--- src/rtl/err_status_pkg.sv ---
// Package: shared register offsets for the error status block.
// Assumes an 8-bit register address space; offsets are fixed by the register map.
package err_status_pkg;
    localparam logic [7:0] ADDR_INV  = 8'h17;
    localparam logic [7:0] ADDR_STAT = 8'h19;
    localparam logic [7:0] ADDR_MASK = 8'h1A;
endpackage

--- src/rtl/err_sticky_bank.sv ---
// Module: one sticky flag per overflow source.
// A flag sets on an unmasked event, clears on a status read (an event in the
// same cycle wins) and is held at 0 while its mask bit is 0.
// Assumes events are single-cycle pulses synchronous to clk.
module err_sticky_bank #(
    parameter int N_SRC = 3
) (
    input  logic             clk,
    input  logic             rst_n,
    input  logic [N_SRC-1:0] evt,
    input  logic [N_SRC-1:0] mask,
    input  logic             clr,
    output logic [N_SRC-1:0] flags
);
    for (genvar i = 0; i < N_SRC; i++) begin : g_bit
        // Capture, clear-on-read and mask gating for one source.
        always_ff @(posedge clk) begin
            if (!rst_n)
                flags[i] <= 1'b0;
            else if (!mask[i])
                flags[i] <= 1'b0;
            else
                flags[i] <= (flags[i] && !clr) || evt[i];
        end
    end
endmodule

--- src/rtl/err_ctrl_regs.sv ---
// Module: writable control registers (source mask and channel invert).
// Only implemented bits are stored; reserved bits of wdata are dropped.
// Assumes one write per cycle, qualified by wr_en.
module err_ctrl_regs #(
    parameter int MASK_W = 4,
    parameter int N_INV  = 6,
    parameter int ADDR_W = 8,
    parameter int DATA_W = 8
) (
    input  logic              clk,
    input  logic              rst_n,
    input  logic              wr_en,
    input  logic [ADDR_W-1:0] addr,
    input  logic [DATA_W-1:0] wdata,
    output logic [MASK_W-1:0] mask_q,
    output logic [N_INV-1:0]  inv_q
);
    import err_status_pkg::*;

    localparam logic [ADDR_W-1:0] A_MASK = ADDR_W'(ADDR_MASK);
    localparam logic [ADDR_W-1:0] A_INV  = ADDR_W'(ADDR_INV);

    // Mask register update.
    always_ff @(posedge clk) begin
        if (!rst_n)
            mask_q <= '0;
        else if (wr_en && addr == A_MASK)
            mask_q <= wdata[MASK_W-1:0];
    end

    // Channel-invert register update.
    always_ff @(posedge clk) begin
        if (!rst_n)
            inv_q <= '0;
        else if (wr_en && addr == A_INV)
            inv_q <= wdata[N_INV-1:0];
    end
endmodule

--- src/rtl/err_read_mux.sv ---
// Module: address decode for register reads.
// Zero-extends each register to the bus width; unmapped addresses return 0.
module err_read_mux #(
    parameter int STAT_W = 4,
    parameter int N_INV  = 6,
    parameter int ADDR_W = 8,
    parameter int DATA_W = 8
) (
    input  logic [ADDR_W-1:0] addr,
    input  logic [STAT_W-1:0] status,
    input  logic [STAT_W-1:0] mask,
    input  logic [N_INV-1:0]  inv,
    output logic [DATA_W-1:0] rdata
);
    import err_status_pkg::*;

    // Select the addressed register.
    always_comb begin
        rdata = '0;
        if (addr == ADDR_W'(ADDR_STAT))
            rdata = DATA_W'(status);
        else if (addr == ADDR_W'(ADDR_MASK))
            rdata = DATA_W'(mask);
        else if (addr == ADDR_W'(ADDR_INV))
            rdata = DATA_W'(inv);
    end
endmodule

--- src/rtl/err_status_regs.sv ---
// Module: top of the error status block.
// Combines the sticky overflow flags with the live clock-error level, applies
// the active-high mask and clears the flags when the status register is read.
// Assumes rd_en and wr_en are single-cycle strobes with a stable addr.
module err_status_regs #(
    parameter int N_OVF  = 3,
    parameter int N_INV  = 6,
    parameter int ADDR_W = 8,
    parameter int DATA_W = 8
) (
    input  logic              clk,
    input  logic              rst_n,
    input  logic [N_OVF-1:0]  ovfl_evt,
    input  logic              clk_err_lvl,
    input  logic              rd_en,
    input  logic              wr_en,
    input  logic [ADDR_W-1:0] addr,
    input  logic [DATA_W-1:0] wdata,
    output logic [DATA_W-1:0] rdata,
    output logic              irq,
    output logic [N_INV-1:0]  inv_en
);
    import err_status_pkg::*;

    localparam int STAT_W = N_OVF + 1;

    logic [STAT_W-1:0] mask_q;
    logic [N_OVF-1:0]  sticky_q;
    logic [STAT_W-1:0] status;
    logic              rd_clr;

    // The status read clears the sticky flags on the closing edge.
    assign rd_clr = rd_en && (addr == ADDR_W'(ADDR_STAT));

    err_ctrl_regs #(
        .MASK_W(STAT_W), .N_INV(N_INV), .ADDR_W(ADDR_W), .DATA_W(DATA_W)
    ) u_regs (
        .clk(clk), .rst_n(rst_n), .wr_en(wr_en), .addr(addr),
        .wdata(wdata), .mask_q(mask_q), .inv_q(inv_en)
    );

    err_sticky_bank #(.N_SRC(N_OVF)) u_sticky (
        .clk(clk), .rst_n(rst_n), .evt(ovfl_evt),
        .mask(mask_q[N_OVF-1:0]), .clr(rd_clr), .flags(sticky_q)
    );

    // Live clock-error bit above the sticky bits, all gated by the mask.
    assign status = {clk_err_lvl, sticky_q} & mask_q;
    assign irq    = |status;

    err_read_mux #(
        .STAT_W(STAT_W), .N_INV(N_INV), .ADDR_W(ADDR_W), .DATA_W(DATA_W)
    ) u_rmux (
        .addr(addr), .status(status), .mask(mask_q), .inv(inv_en), .rdata(rdata)
    );
endmodule

--- config.mk ---
export PLATFORM = sky130hd
export DESIGN_NAME = err_status_regs
export DESIGN_NICKNAME = d
export VERILOG_FILES = /design/src/rtl/err_status_pkg.sv /design/src/rtl/err_sticky_bank.sv /design/src/rtl/err_ctrl_regs.sv /design/src/rtl/err_read_mux.sv /design/src/rtl/err_status_regs.sv
export SDC_FILE = /design/constraint.sdc
export NUM_CORES = 1
export LEC_CHECK = 0
export BUFFER_PORTS_ARGS = -buffer_cell sky130_fd_sc_hd__clkbuf_2
export CORE_MARGIN = 2
export CORE_UTILIZATION = 42
export CTS_CLUSTER_DIAMETER = 100
export DETAILED_ROUTE_END_ITERATION = 7
export PLACE_DENSITY_LB_ADDON = 0.2
export SYNTH_ARGS = -nofsm -noshare
export SYNTH_HDL_FRONTEND = slang
export SYNTH_SLANG_ARGS = --single-unit
--- constraint.sdc ---
create_clock -name clk -period 1.25 [get_ports clk]
set_input_delay 0.1875 -clock clk [delete_from_list [all_inputs] [get_ports clk]]
set_output_delay 0.1875 -clock clk [all_outputs]
set_load 0.1 [all_outputs]
==> results <==
- The cell count along the critical path is 5.
- After detailed routing, the average wire length per cell comes to 14.1 microns.
- Ranked by total cell area, the synthesized netlist is headed by sky130_fd_sc_hd__dfxtp_1 (37%), sky130_fd_sc_hd__mux2i_1 (14%), sky130_fd_sc_hd__nand2_1 (11%).
- The number of pins with negative max-slew slack in the final report is 0.
- The number of antenna diodes is 0.
- The kind of cell with the highest combined delay on the critical path is simple AND/OR/NAND/NOR gates.
- The initial detailed-routing violation count is 19.
- The floorplan step set the die height to 44.9 microns.
- By startpoint and endpoint, the worst setup path is classified as input pin to output pin.
- The die area is 2020 sq um.
- In the final layout, the share of cells above drive strength 1 is 53.2%.
- Timing would allow up to 671 MHz.
- The DRC violation count after routing is 0.
- The routed via count is 766.
- The critical path data arrival time is 1.30 ns.
- The multi-input combinational cells in the finished layout cover a total of 432 sq um.
- The H-tree level count is 1.
- The critical path goes through buf_6 -> nor4b_4 -> nand3_2 -> o211ai_1 -> clkbuf_16.
- Synthesis instantiated 19 different standard cells from the library.
- Routability-driven placement finished with a final weighted congestion of 0.798.
- The die is 44.9 microns wide.
- In this design, the stage delay of the slowest critical-path cell is 0.31 ns.
- Setup slack on the worst reg-to-reg path comes out at 0.46 ns.
- The clock insertion delay at the later pin of the skew report is 0.29 ns.
- The clock-pin slew on the worst setup and hold paths is 0.09 ns.
- The post-route met1 wirelength is 736 microns.
- The number of antenna violations at the first check in global routing is 0.
- In the detailed route, the total length drawn on met2 is 1090 microns.
- The biggest area contributor in the post-synthesis netlist is sky130_fd_sc_hd__dfxtp_1.
- The synthesized area per cell is 8.58 sq um.
- Data on the critical path is required at its endpoint by 1.06 ns.
- The tree built by TritonCTS fans out to 13 sinks.
- After floorplanning, the core was sized to cover 1540 sq um.
- In this run the worst setup path begins at addr[5].
- The count of cells along the worst register-to-register path is 2.
- The final count of hold timing violations is 0.
- The number of standard cells in the final layout excluding fillers is 140.
- The pre-CTS setup slack is -0.262 ns.
- The count of nets left with antenna violations once routing finished came out at 0.
- Max-cap violations in this run came to 0.
- On the critical path, the stage with the largest delay is an instance of sky130_fd_sc_hd__nor4b_4.
- For this design the static power due to leakage is 0.578 nW.
- The global-route total usage across every layer is 21.1%.
- The worst reg2reg path startpoint is u_regs.mask_q[0].
- The share of synthesized area in the top cell type comes to 37.0%.
- Once routing completed, OpenROAD measured the worst setup slack at -0.240 ns.
- STA classifies the critical path endpoint as an output pin.
- The largest fanout of any net on the critical path is 4.
- The final layout contains 149 nets.
- For this block, the routed nets add up to 1970 microns of wire.
- For the final routed database, the setup TNS stands at -1.09 ns.
- After filler insertion, the fill cell instance count of the layout stands at 124.
- The destination of the critical timing path is rdata[1].
- The first global-routing pass estimated 3100 microns of wire.
- After routing the design area is 1220 sq um.
- The layout overhead on the synthesized area is 73.0%.
- In this run the cell area measured after placement is 1130 sq um.
- The CTS root buffer is sky130_fd_sc_hd__clkbuf_4.
- The worst-case IR drop observed on VDD is 0.000749 V.
- The number of global-route vias before repair is 747.
- The routed design could run at a clock period as short as 1.49 ns.
- The overall overflow remaining after global route is 0.
- The checks that failed: negative setup slack.
- After synthesis, flip-flops and latches occupy 37.0% of the total area.
- The count of state elements after synthesis is 13.
- The sequential cell area is 269 sq um.
- Synthesis produced 82 cells.
- Dividing the final minimum period by the clock period gives 119%.
- In this run the critical register-to-register path is captured at u_sticky.flags[0].
- The final setup skew is 0.000559 ns.
- In the routed layout, each cell is associated on average with a via count of 5.47.
- Setup violations remaining at the end of the flow were counted as 6.
- Power spread over the standard cell area amounts to 675 nW/um^2.
- The number of CTS-inserted buffers is 3.
- The CTS tree is yes.
- The worst-case clock buffer depth is 2.
- The detailed placement HPWL is 1490 microns.
- The total number of placement rows is 14.
- For this design the top-level I/O count stands at 39.
- The detailed router used layers up to and including met4.
- The run finished, with violations left.
- Port buffering added 34 buffers.
- The kind of path behind the tightest hold check is input pin to flop.
- Summed over all nets, wire length on met3 after detailed routing comes to 118 microns.
- The count of synthesis-stage warnings from yosys is 0.
- Entering global routing, the biggest net connects 17 pins.
- The number of placed cells counting well taps is 134.
- The combined area of all synthesized cells is 703 sq um.
- The detailed-router iteration count before antenna repair is 5.
- Together, buffers and inverters on the worst path number 2.
- Setup repair after global routing could not meet its margin everywhere.
- The worst setup path is launched from an input pin.
- The effective utilization at floorplan is 45.6%.
timing repair:
action	4_1_cts	5_1_grt
hold buffers	0	0
buffers inserted	1	1
setup endpoints to repair	7	7
gates resized for setup	3	12
pin swaps	3	4
layout by cell type (no fill, tap or decap), types with 3 or more instances in the layout:
master and instances:
sky130_fd_sc_hd__mux2i_1 10, sky130_fd_sc_hd__buf_12 11, sky130_fd_sc_hd__nand3_1 8, sky130_fd_sc_hd__inv_1 3
sky130_fd_sc_hd__nand2_2 4, sky130_fd_sc_hd__nand2_1 16, sky130_fd_sc_hd__clkbuf_2 20, sky130_fd_sc_hd__buf_4 7
sky130_fd_sc_hd__clkbuf_4 3, sky130_fd_sc_hd__buf_6 3, sky130_fd_sc_hd__dfxtp_2 7, sky130_fd_sc_hd__nor2_1 3
sky130_fd_sc_hd__o211ai_1 4, sky130_fd_sc_hd__dfxtp_1 6, sky130_fd_sc_hd__a311oi_1 3
worst min path at each step:
stage	startpoint	cells after the start	slack, ns	end
floorplan	rd_en	1	0.29	u_sticky.flags[0]
global route	wdata[5]	3	0.11	u_regs.inv_q[5]
finish	wdata[5]	3	0.10	u_regs.inv_q[5]
global placement	wdata[5]	3	0.41	u_regs.inv_q[5]
CTS	wdata[5]	3	0.11	u_regs.inv_q[5]
detailed placement	wdata[5]	3	0.42	u_regs.inv_q[5]
flip-flops by register name (all words and copies together) (netlist names):
signal,flops
u_regs.inv_q,6
u_sticky.flags,3
u_regs.mask_q,4
routing by layer:
layer	up-vias	GRT usage (%)
met5	-	0
met4	0	7.06
met3	2	3.60
met2	27	39.7
met1	364	23.8
li1	373	-
worst register-to-register path: cells and delay by family, from the launching register on:
kind	cells	cell delay, ns
DFF	1	0.35
AOI/OAI and AO/OA	1	0.27
and+or+nand+nor	1	0.07
power by group:
part | switching [mW] | internal [mW] | total, mW
Clock | 0.165 | 0.119 | 0.285
Combinational | 0.0740 | 0.0480 | 0.122
Sequential | 0.000419 | 0.414 | 0.414
cell type report:
class / count / share of cell area [%]
clock inverters: 1 / 0.412
multi-input cells: 61 / 35.5
flip-flops and latches: 13 / 22.1
repair buffers: 43 / 37.6
well taps: 16 / 1.65
inverters: 3 / 0.926
clock buffers: 3 / 1.85
synth_stat cells:
master	number
sky130_fd_sc_hd__and4bb_2	1
sky130_fd_sc_hd__buf_4	3
sky130_fd_sc_hd__nor3b_1	1
sky130_fd_sc_hd__clkbuf_1	3
sky130_fd_sc_hd__nand2_1	20
sky130_fd_sc_hd__nand3_2	1
sky130_fd_sc_hd__nand4_1	1
sky130_fd_sc_hd__inv_1	3
sky130_fd_sc_hd__nand3_1	9
sky130_fd_sc_hd__dfxtp_1	13
sky130_fd_sc_hd__o211ai_1	4
sky130_fd_sc_hd__nor2_1	3
sky130_fd_sc_hd__a311oi_1	3
sky130_fd_sc_hd__and3_1	3
sky130_fd_sc_hd__and4b_1	1
sky130_fd_sc_hd__mux2i_1	10
sky130_fd_sc_hd__nand3_4	1
sky130_fd_sc_hd__nor4b_4	1
sky130_fd_sc_hd__conb_1	1
per-stage QoR:
step | hold WS, ns | power (mW) | utilization (%)
6_report | 0.104 | 0.821 | 78.9
3_5_place_dp | 0.418 | 0.538 | 73.2
3_3_place_gp | 0.408 | 0.535 | 73.2
5_1_grt | 0.112 | 0.855 | 78.9
4_1_cts | 0.112 | 0.811 | 76.1
2_1_floorplan | 0.295 | 0.488 | -
cell families (layout without fill, tap and decap cells):
group | count (synthesis) | in the layout | synth area share, %
and+or+nand+nor | 42 | 42 | 33.8
buffers and inverters | 9 | 50 | 6.41
DFF | 13 | 13 | 37.0
AOI/OAI and AO/OA | 7 | 7 | 8.01
other | 1 | 2 | 0.533
muxes | 10 | 10 | 14.2
No activity file was read; power rests on OpenSTA's default activity.
